--- config.mk ---
export PLATFORM = sky130hd
export DESIGN_NAME = iir_tdm_filter
export DESIGN_NICKNAME = d
export VERILOG_FILES = /design/src/rtl/iir_tdm_pkg.sv /design/src/rtl/iir_tdm_seq.sv /design/src/rtl/iir_tdm_hist.sv /design/src/rtl/iir_tdm_mac.sv /design/src/rtl/iir_tdm_filter.sv
export SDC_FILE = /design/constraint.sdc
export NUM_CORES = 1
export LEC_CHECK = 0
export ABC_AREA = 1
export BUFFER_PORTS_ARGS = -buffer_cell sky130_fd_sc_hd__buf_2
export CAP_MARGIN = 20
export CORE_MARGIN = 8
export CORE_UTILIZATION = 40
export CTS_CLUSTER_DIAMETER = 40
export DETAILED_ROUTE_END_ITERATION = 6
export GPL_TIMING_DRIVEN = 1
export PLACE_DENSITY = 0.56
export RECOVER_POWER = 25
export REMOVE_ABC_BUFFERS = 1
export SLEW_MARGIN = 20
export SYNTH_ARGS = -nofsm -noshare
export SYNTH_HDL_FRONTEND = slang
export SYNTH_SLANG_ARGS = --single-unit
--- constraint.sdc ---
create_clock -name clk -period 5.1 [get_ports clk]
set_clock_uncertainty 0.05 [all_clocks]
set_input_delay 1.275 -clock clk [delete_from_list [all_inputs] [get_ports clk]]
set_output_delay 1.275 -clock clk [all_outputs]
set_load 0.02 [all_outputs]
--- src/rtl/iir_tdm_pkg.sv ---
package iir_tdm_pkg;

    typedef enum logic [4:0] {
        ST_IDLE, ST_G_LD, ST_G_MUL, ST_G_ACC,
        ST_A1_LD, ST_A1_MUL, ST_A1_ACC,
        ST_A2_LD, ST_A2_MUL, ST_A2_ACC,
        ST_W_WR, ST_B0_MUL, ST_B0_ACC,
        ST_B1_LD, ST_B1_MUL, ST_B1_ACC,
        ST_B2_LD, ST_B2_MUL, ST_B2_ACC,
        ST_OUT
    } state_e;

    typedef enum logic [1:0] {SRC_IN, SRC_H1, SRC_H2, SRC_ACC} src_e;

    typedef enum logic [2:0] {K_G, K_A1, K_A2, K_B0, K_B1, K_B2} coef_e;

    typedef struct packed {
        logic  load;     // capture multiplier operands
        src_e  src;      // data operand source
        coef_e coef;     // coefficient operand
        logic  mul;      // register the scaled product
        logic  acc_en;   // update accumulator
        logic  acc_clr;  // accumulator takes product alone
        logic  hist_wr;  // store accumulator into history
        logic  last;     // publish result, step pointer
    } ctrl_t;

    function automatic ctrl_t decode(state_e s);
        ctrl_t c;
        c = '0;
        case (s)
            ST_G_LD:   begin c.load = 1'b1; c.src = SRC_IN; c.coef = K_G;  end
            ST_A1_LD:  begin c.load = 1'b1; c.src = SRC_H1; c.coef = K_A1; end
            ST_A2_LD:  begin c.load = 1'b1; c.src = SRC_H2; c.coef = K_A2; end
            ST_W_WR:   begin c.load = 1'b1; c.src = SRC_ACC; c.coef = K_B0; c.hist_wr = 1'b1; end
            ST_B1_LD:  begin c.load = 1'b1; c.src = SRC_H1; c.coef = K_B1; end
            ST_B2_LD:  begin c.load = 1'b1; c.src = SRC_H2; c.coef = K_B2; end
            ST_G_MUL, ST_A1_MUL, ST_A2_MUL,
            ST_B0_MUL, ST_B1_MUL, ST_B2_MUL: c.mul = 1'b1;
            ST_G_ACC, ST_B0_ACC: begin c.acc_en = 1'b1; c.acc_clr = 1'b1; end
            ST_A1_ACC, ST_A2_ACC,
            ST_B1_ACC, ST_B2_ACC: c.acc_en = 1'b1;
            ST_OUT:    c.last = 1'b1;
            default:   c = '0;
        endcase
        return c;
    endfunction

endpackage

--- src/rtl/iir_tdm_seq.sv ---
module iir_tdm_seq
    import iir_tdm_pkg::*;
(
    input  logic   clk,
    input  logic   rst,
    input  logic   in_valid,
    output state_e state,
    output logic   accept,
    output ctrl_t  ctl
);
    state_e nxt;

    assign accept = (state == ST_IDLE) && in_valid;
    assign ctl    = decode(state);

    always_comb begin
        if (state == ST_IDLE)
            nxt = in_valid ? ST_G_LD : ST_IDLE;
        else if (state == ST_OUT)
            nxt = ST_IDLE;
        else
            nxt = state_e'(5'(state) + 5'd1);
    end

    always_ff @(posedge clk) begin
        if (rst) state <= ST_IDLE;
        else     state <= nxt;
    end
endmodule

--- src/rtl/iir_tdm_hist.sv ---
module iir_tdm_hist #(
    parameter int DW    = 24,
    parameter int DEPTH = 5,
    parameter int PW    = $clog2(DEPTH)
) (
    input  logic          clk,
    input  logic          rst,
    input  logic          wr,
    input  logic          adv,
    input  logic [DW-1:0] wdata,
    output logic [DW-1:0] rd1,
    output logic [DW-1:0] rd2,
    output logic [PW-1:0] ptr
);
    localparam logic [PW-1:0] LAST = PW'(DEPTH - 1);

    logic [DW-1:0] mem [DEPTH];
    logic [PW-1:0] idx1, idx2;

    assign idx1 = (ptr  == '0) ? LAST : ptr  - 1'b1;
    assign idx2 = (idx1 == '0) ? LAST : idx1 - 1'b1;
    assign rd1  = mem[idx1];
    assign rd2  = mem[idx2];

    always_ff @(posedge clk) begin
        if (rst) begin
            for (int i = 0; i < DEPTH; i++) mem[i] <= '0;
            ptr <= '0;
        end else begin
            if (wr) mem[ptr] <= wdata;
            if (adv) ptr <= (ptr == LAST) ? '0 : ptr + 1'b1;
        end
    end
endmodule

--- src/rtl/iir_tdm_mac.sv ---
module iir_tdm_mac
    import iir_tdm_pkg::*;
#(
    parameter int DW   = 24,
    parameter int FRAC = 8,
    parameter int CW   = 12,
    parameter logic signed [CW-1:0] C_G  = 12'sd256,
    parameter logic signed [CW-1:0] C_A1 = 12'sd128,
    parameter logic signed [CW-1:0] C_A2 = -12'sd64,
    parameter logic signed [CW-1:0] C_B0 = 12'sd64,
    parameter logic signed [CW-1:0] C_B1 = 12'sd128,
    parameter logic signed [CW-1:0] C_B2 = 12'sd64
) (
    input  logic          clk,
    input  logic          rst,
    input  logic          accept,
    input  logic [DW-1:0] in_sample,
    input  ctrl_t         ctl,
    input  logic [DW-1:0] h1,
    input  logic [DW-1:0] h2,
    output logic [DW-1:0] acc
);
    localparam int PWIDE = 2 * DW;

    logic        [DW-1:0]    sample_q;
    logic signed [DW-1:0]    opa, opb;
    logic        [DW-1:0]    prod_q;
    logic signed [CW-1:0]    coef_sel;
    logic        [DW-1:0]    data_sel;
    logic signed [PWIDE-1:0] prod_full;

    always_comb begin
        case (ctl.coef)
            K_G:     coef_sel = C_G;
            K_A1:    coef_sel = C_A1;
            K_A2:    coef_sel = C_A2;
            K_B0:    coef_sel = C_B0;
            K_B1:    coef_sel = C_B1;
            K_B2:    coef_sel = C_B2;
            default: coef_sel = '0;
        endcase
        case (ctl.src)
            SRC_IN:  data_sel = sample_q;
            SRC_H1:  data_sel = h1;
            SRC_H2:  data_sel = h2;
            default: data_sel = acc;
        endcase
    end

    assign prod_full = opa * opb;

    always_ff @(posedge clk) begin
        if (rst) begin
            sample_q <= '0;
            opa      <= '0;
            opb      <= '0;
            prod_q   <= '0;
            acc      <= '0;
        end else begin
            if (accept) sample_q <= in_sample;
            if (ctl.load) begin
                opa <= data_sel;
                opb <= {{(DW-CW){coef_sel[CW-1]}}, coef_sel};
            end
            if (ctl.mul) prod_q <= prod_full[DW+FRAC-1:FRAC];
            if (ctl.acc_en) acc <= ctl.acc_clr ? prod_q : acc + prod_q;
        end
    end
endmodule

--- src/rtl/iir_tdm_filter.sv ---
module iir_tdm_filter
    import iir_tdm_pkg::*;
#(
    parameter int DW    = 24,
    parameter int FRAC  = 8,
    parameter int CW    = 12,
    parameter int DEPTH = 5,
    parameter logic signed [CW-1:0] C_G  = 12'sd256,
    parameter logic signed [CW-1:0] C_A1 = 12'sd128,
    parameter logic signed [CW-1:0] C_A2 = -12'sd64,
    parameter logic signed [CW-1:0] C_B0 = 12'sd64,
    parameter logic signed [CW-1:0] C_B1 = 12'sd128,
    parameter logic signed [CW-1:0] C_B2 = 12'sd64
) (
    input  logic          clk,
    input  logic          rst,
    input  logic          in_valid,
    input  logic [DW-1:0] in_sample,
    output logic [DW-1:0] out_sample,
    output logic          out_done
);
    localparam int PTR_W = $clog2(DEPTH);

    state_e           state_w;
    logic             accept;
    ctrl_t            ctl;
    logic [DW-1:0]    h1, h2, acc;
    logic [PTR_W-1:0] hist_ptr;

    iir_tdm_seq u_seq (
        .clk(clk), .rst(rst), .in_valid(in_valid),
        .state(state_w), .accept(accept), .ctl(ctl)
    );

    iir_tdm_hist #(.DW(DW), .DEPTH(DEPTH), .PW(PTR_W)) u_hist (
        .clk(clk), .rst(rst), .wr(ctl.hist_wr), .adv(ctl.last),
        .wdata(acc), .rd1(h1), .rd2(h2), .ptr(hist_ptr)
    );

    iir_tdm_mac #(
        .DW(DW), .FRAC(FRAC), .CW(CW),
        .C_G(C_G), .C_A1(C_A1), .C_A2(C_A2),
        .C_B0(C_B0), .C_B1(C_B1), .C_B2(C_B2)
    ) u_mac (
        .clk(clk), .rst(rst), .accept(accept), .in_sample(in_sample),
        .ctl(ctl), .h1(h1), .h2(h2), .acc(acc)
    );

    always_ff @(posedge clk) begin
        if (rst) begin
            out_sample <= '0;
            out_done   <= 1'b0;
        end else begin
            out_done <= ctl.last;
            if (ctl.last) out_sample <= acc;
        end
    end
endmodule

# After elaboration in Yosys (flattened, before gate mapping)
# Memories as Yosys holds them, arrays and structs flattened.
# Cells that the tools add are included.
word_totals:
  ram_bits: 120
  mem_count: 1
  inputBits: 27
  ff_bits: 141
  word_cells: 78
classes:
  n_reduce_logical: 12
  n_addsub: 5
  n_eq_ne: 27
  mul: 1
  muxes: 23
memory_table:
  columns: ["memory", "words", "width", "read_ports", "rd_clocked_by_memory_dff", "wr", "line", "rtl"]
  rows:
  - ["u_hist.mem", 5, 24, 2, 0, 5, "iir_tdm_hist.sv:17", "logic [DW-1:0] mem [DEPTH];"]
op_table:
  columns: ["op", "n"]
  rows:
  - ["$pmux W24 S3", 1]
  - ["$mux W24", 2]
  - ["$pmux W12 S4", 1]
  - ["$eq A5 B4 Y1 const B", 8]
  - ["$pmux W6 S6", 1]
  - ["$mul A24 B12 Y32", 1]
  - ["$add A24 B24 Y24", 1]
  - ["$reduce_or A24 Y1", 1]
  - ["$eq A5 B3 Y1 const B", 4]
  - ["$eq A5 B5 Y1 const B", 4]
  - ["$mux W1", 12]
  - ["$mux W3", 4]
  - ["$reduce_or A6 Y1", 2]
  - ["$eq A5 B2 Y1 const B", 2]
  - ["$mux W5", 2]
  - ["$eq A3 B3 Y1 const B", 3]
  - ["$logic_not A3 Y1", 3]
  - ["$eq A3 B2 Y1 const B", 2]
  - ["$reduce_or A2 Y1", 3]
  - ["$sub A3 B1 Y3 const B", 2]
  - ["$add A5 B1 Y5 const B", 1]
  - ["$eq A5 B1 Y1 const B", 1]
  - ["$logic_not A5 Y1", 1]
  - ["$add A3 B1 Y3 const B", 1]
  - ["5 further kinds", 5]

# Depth between registers and ports, before layout
logic_depth:
  depth_word: 7
  depth_mapped: 26
  depth_no_buf: 25

# By module
# Synthesis repeated with hierarchy kept, for this count alone.
hier_totals:
  cells_unflattened: 3315
  hier_area_um2: 23397.4
by_module_without_submodules:
  columns: ["mod", "area_each_um2", "seq_area_each_um2", "n_inst", "cells_each"]
  rows:
  - ["iir_tdm_hist", 11021.8, 5825.6, 1, 1430]
  - ["iir_tdm_mac", 10809.1, 2001.9, 1, 1641]
  - ["iir_tdm_filter", 1002.2, 500.5, 1, 155]
  - ["iir_tdm_seq", 564.3, 100.1, 1, 89]

# Worst setup path before layout
# OpenSTA, ideal clock, no wires.
synth_timing:
  path_kind: "register to register"
  start: "register u_mac.opb[7]"
  end: "register u_mac.prod_q[13]"
  setup_time_ns: 0.058
  n_path_buf: 2
  t_arrival_ns: 4.677
  required_time_ns: 4.992
  period_less_slack_ns: 4.785
  slack_ns: 0.315
  path_stages_with_launch: 25
  cell_sequence: "dfxtp_1 > clkbuf_1 > clkbuf_1 > nand2_1 > inv_1 > fa_1 > inv_1 > fa_1 > inv_1 > fa_1 > fa_1 > ha_1 > ha_1 > inv_1 > fa_1 > inv_1 > nand3_1 > nand2_1 > inv_1 > o21bai_1 > nand2_1 > a21o_1 > nand3_1 > nand3_1 > inv_1"
synth_between:
  elab_chain_cells: 1
synth_rtl:
  columns: ["element", "line", "rtl"]
  rows:
  - ["start: declaration", "iir_tdm_mac.sv:26", "logic signed [DW-1:0] opa, opb;"]
  - ["start signal: assignment", "iir_tdm_mac.sv:63", "opb <= {{(DW-CW){coef_sel[CW-1]}}, coef_sel};"]
  - ["$mul A24 B12 Y32", "iir_tdm_mac.sv:50", "assign prod_full = opa * opb;"]
  - ["end signal: assignment", "iir_tdm_mac.sv:65", "if (ctl.mul) prod_q <= prod_full[DW+FRAC-1:FRAC];"]
  - ["end: declaration", "iir_tdm_mac.sv:27", "logic [DW-1:0] prod_q;"]
# Every way passes these cells.
# A chain may end at the register's enable or synchronous reset.

# Final worst setup path
layout_timing:
  start: "register u_mac.opb[10]"
  end: "register u_mac.prod_q[21]"
# The elaborated chain is that of the path after synthesis.

==> results.toml <==
[synthesis]
synthMuxAreaShare_pct = 0
synth_seq_cells = 325
synth_compound_area_share_pct = 9.49
synth_simple_gate_area_share_pct = 27.8
synth-seq-area-share_pct = 37.9
synth_top_family_by_area = "simple AND/OR/NAND/NOR gates"
synth_warnings = 0
syn_inst = 3059
synth.avg_cell_area_sq_um = 7.27
synth-xor-area-share_pct = 0.866
synth_fa_ha_area_share_pct = 13.2
post_synth_num_cell_types = 39
synth_area_sq_um = 22200

[final_layout]
finish.utilization_pct = 46.4
antenna_cells = 0
fill_cells = 5538
final_cell_mix = "934 x nand2_1, 458 x inv_1, 293 x nand3_1, 237 x nor2_1, 192 x edfxtp_1"
nets = 3296
final_common_cell = "nand2_1"
instances_no_fill = 3884
final_area_sq_um = 25600
drive_above_1_share_pct = 7.56
syn2layout_area_growth_pct = 15.0

[cts]
tritoncts = "done"
path_clk_slew_ns = 0.04
holdBufCountCts = 0
clock_path_buffers = 3
insertion_delay_ns = 0.59
root_buffer = "clkbuf_16"
ctsHtreeMaxLevel = 3
cts_made_buffers = 66
cts.sinks = 325

[placed_design]
dp_hpwl_microns = 50200
pre_cts_ws_ns = 0.258
portBuffers = 51
gp_congestion = 0.894
postPlaceCellArea_sq_um = 23200
numPlacedInstances = 3764

[sta]
fin_crit_sh_pct = 93.6
hold_violations = 0
whs_ns = 0.402
finalWorstSetupSlack_ns = 0.328
relSlewSlack_pct = -17.8
drv_slew = 75
layout_min_cycle_time_ns = 4.77
fin_tns_setup_ns = 0
finalSetupViolCount = 0
fmaxAchievable_mhz = 210
worst_pin_slew_ns = 1.77
rsz0062_at_grt = "false"

[global_routing]
grt.total_usage_pct = 22.5
grt_pass1_wl_microns = 112000
grt_start_max_net_pins = 50
grt_pass1_vias = 19831
grt_antenna_before_repair = 0
gr-total-overflow = 0

[route]
firstDrtPassIters = 6
final_antenna_net_count = 0
routedWlPerCell_microns = 18.5
dr.first_iter.drc_count = 1945
drc = 0
wl_microns = 71800
vias = 20195
via_per_inst = 5.20

[setup_path]
rr_startpoint = "u_mac.opb[10]"
r2r_cells = 19
worst_setup_path_end_kind = "register"
start_kind = "register"
worstSetupStartpoint = "u_mac.opb[10]"
critPathArrivalTime_ns = 5.19
cp_max_fo = 17
path_class = "register to register"
rr_endpoint = "u_mac.prod_q[21]"
r2r_slack_ns = 0.33
critPathRequiredTime_ns = 5.52

[die]
die_h_microns = 252
num_io_pins = 52
core_area_sq_um = 55100
die_w_microns = 252
die-area_sq_um = 63400
start_util_pct = 40.4
core.rowCount = 86

[power]
power_density_nw_per_um2 = 317
p_leak_nw = 12.4
total_power_mw = 8.11
ir_drop_uv = 227

[min_path]
hold_depth = 2
hp-start = "out_sample[15]"
hold_end = "out_sample[15]"
hp-class = "register to register"

[run_status]
violations = "max-capacitance violations, max-slew violations"
status = "finished, violations left"

[job]
cap_violations = 3
==> power breakdown <==
group | internal (mW) | leakage, nW | switching (mW) | total (mW)
Clock | 2.94 | 1.12 | 1.52 | 4.46
Combinational | 0.201 | 8.35 | 0.418 | 0.619
Sequential | 2.90 | 2.91 | 0.129 | 3.03
==> worst max-delay path, stage by stage, from the launching register on <==
cell	delay (ns)
dfxtp_1	0.38
clkinv_1	0.10
buf_4	0.21
or2_2	0.31
fa_1	0.51
fa_1	0.51
fa_1	0.54
inv_1	0.04
ha_1	0.28
ha_1	0.33
ha_4	0.30
nand2_1	0.08
inv_1	0.08
nand2_1	0.08
nor3_2	0.21
nand4_1	0.21
nand4_1	0.15
nand3_1	0.10
o211ai_1	0.11
inv_1	0.06
==> repair_timing <==
item	4_1_cts	5_1_grt
setup endpoints to repair	0	2
buffers inserted	0	0
gates resized for setup	0	3
==> Yosys cell counts <==
| cell type | number | area [sq um] |
|---|---|---|
| o22ai_1 | 1 | 6.26 |
| a31oi_1 | 4 | 25.0 |
| nor3_1 | 7 | 35.0 |
| a21o_1 | 5 | 37.5 |
| or2_2 | 6 | 37.5 |
| inv_1 | 458 | 1720 |
| dfxtp_1 | 133 | 2660 |
| a211oi_1 | 2 | 15.0 |
| clkbuf_2 | 1 | 5.00 |
| o21a_1 | 3 | 22.5 |
| clkinv_1 | 3 | 11.3 |
| a21oi_1 | 173 | 866 |
| nand3_1 | 293 | 1470 |
| nand2_1 | 936 | 3510 |
| nand2_2 | 2 | 12.5 |
| buf_1 | 9 | 33.8 |
| nand4_1 | 19 | 119 |
| fa_1 | 84 | 1680 |
| o21bai_1 | 10 | 75.1 |
| buf_4 | 2 | 15.0 |
| o211ai_1 | 14 | 105 |
| a21boi_0 | 4 | 30.0 |
| inv_2 | 10 | 37.5 |
| nand3_2 | 1 | 10.0 |
| o21ai_1 | 2 | 10.0 |
| ha_1 | 101 | 1260 |
| and3_1 | 1 | 6.26 |
| o21ai_0 | 179 | 896 |
| a22oi_1 | 1 | 7.51 |
| nand3b_1 | 6 | 45.0 |
| nor2_2 | 4 | 25.0 |
| nand4_2 | 1 | 12.5 |
| buf_2 | 62 | 310 |
| xor2_1 | 15 | 131 |
| nor2_1 | 238 | 893 |
| xnor2_1 | 7 | 61.3 |
| edfxtp_1 | 192 | 5770 |
| a21oi_4 | 1 | 16.3 |
| clkbuf_1 | 69 | 259 |
==> worst max path at each step <==
stage                             to  slack [ns]  depth (start not counted)
CTS                 u_mac.prod_q[21]        0.23                         19
floorplan              u_mac.opa[19]       -0.21                         12
global placement    u_mac.prod_q[21]        0.28                         19
finish              u_mac.prod_q[21]        0.33                         19
global route        u_mac.prod_q[21]        0.03                         19
detailed placement  u_mac.prod_q[21]        0.26                         19
==> registers in the layout, indices dropped and copies added, names as in the netlist <==
signal and cells:
out_done 1, out_sample 24, u_hist.mem 192, u_hist.ptr 3
u_mac.acc 24, u_mac.opa 24, u_mac.opb 4, u_mac.prod_q 24
u_mac.sample_q 24, u_seq.state 5
==> cells by family after synthesis <==
logic type / Yosys count
xor+xnor: 22
flops: 325
simple gates: 1514
fa+ha+maj: 185
buf+inv: 614
compound gates: 399
==> area by class of cell <==
type	instances	area, sq um	share of cell area (%)
multi-input cells	2120	11500	44.9
flip-flops and latches	325	8430	33.0
clock buffers	85	1920	7.52
inverters	471	1770	6.91
well taps	748	936	3.66
repair buffers	100	632	2.47
clock inverters	35	400	1.57
==> routing by layer <==
layer	vias to the layer above	GRT usage, %	share of wire [%]
li1	9790	-	-
met1	9493	29.0	43
met2	735	37.4	47
met3	177	3.71	6.8
met4	0	9.39	3.8
met5	-	0	0
Note: power is estimated with default switching activity, not from simulation.
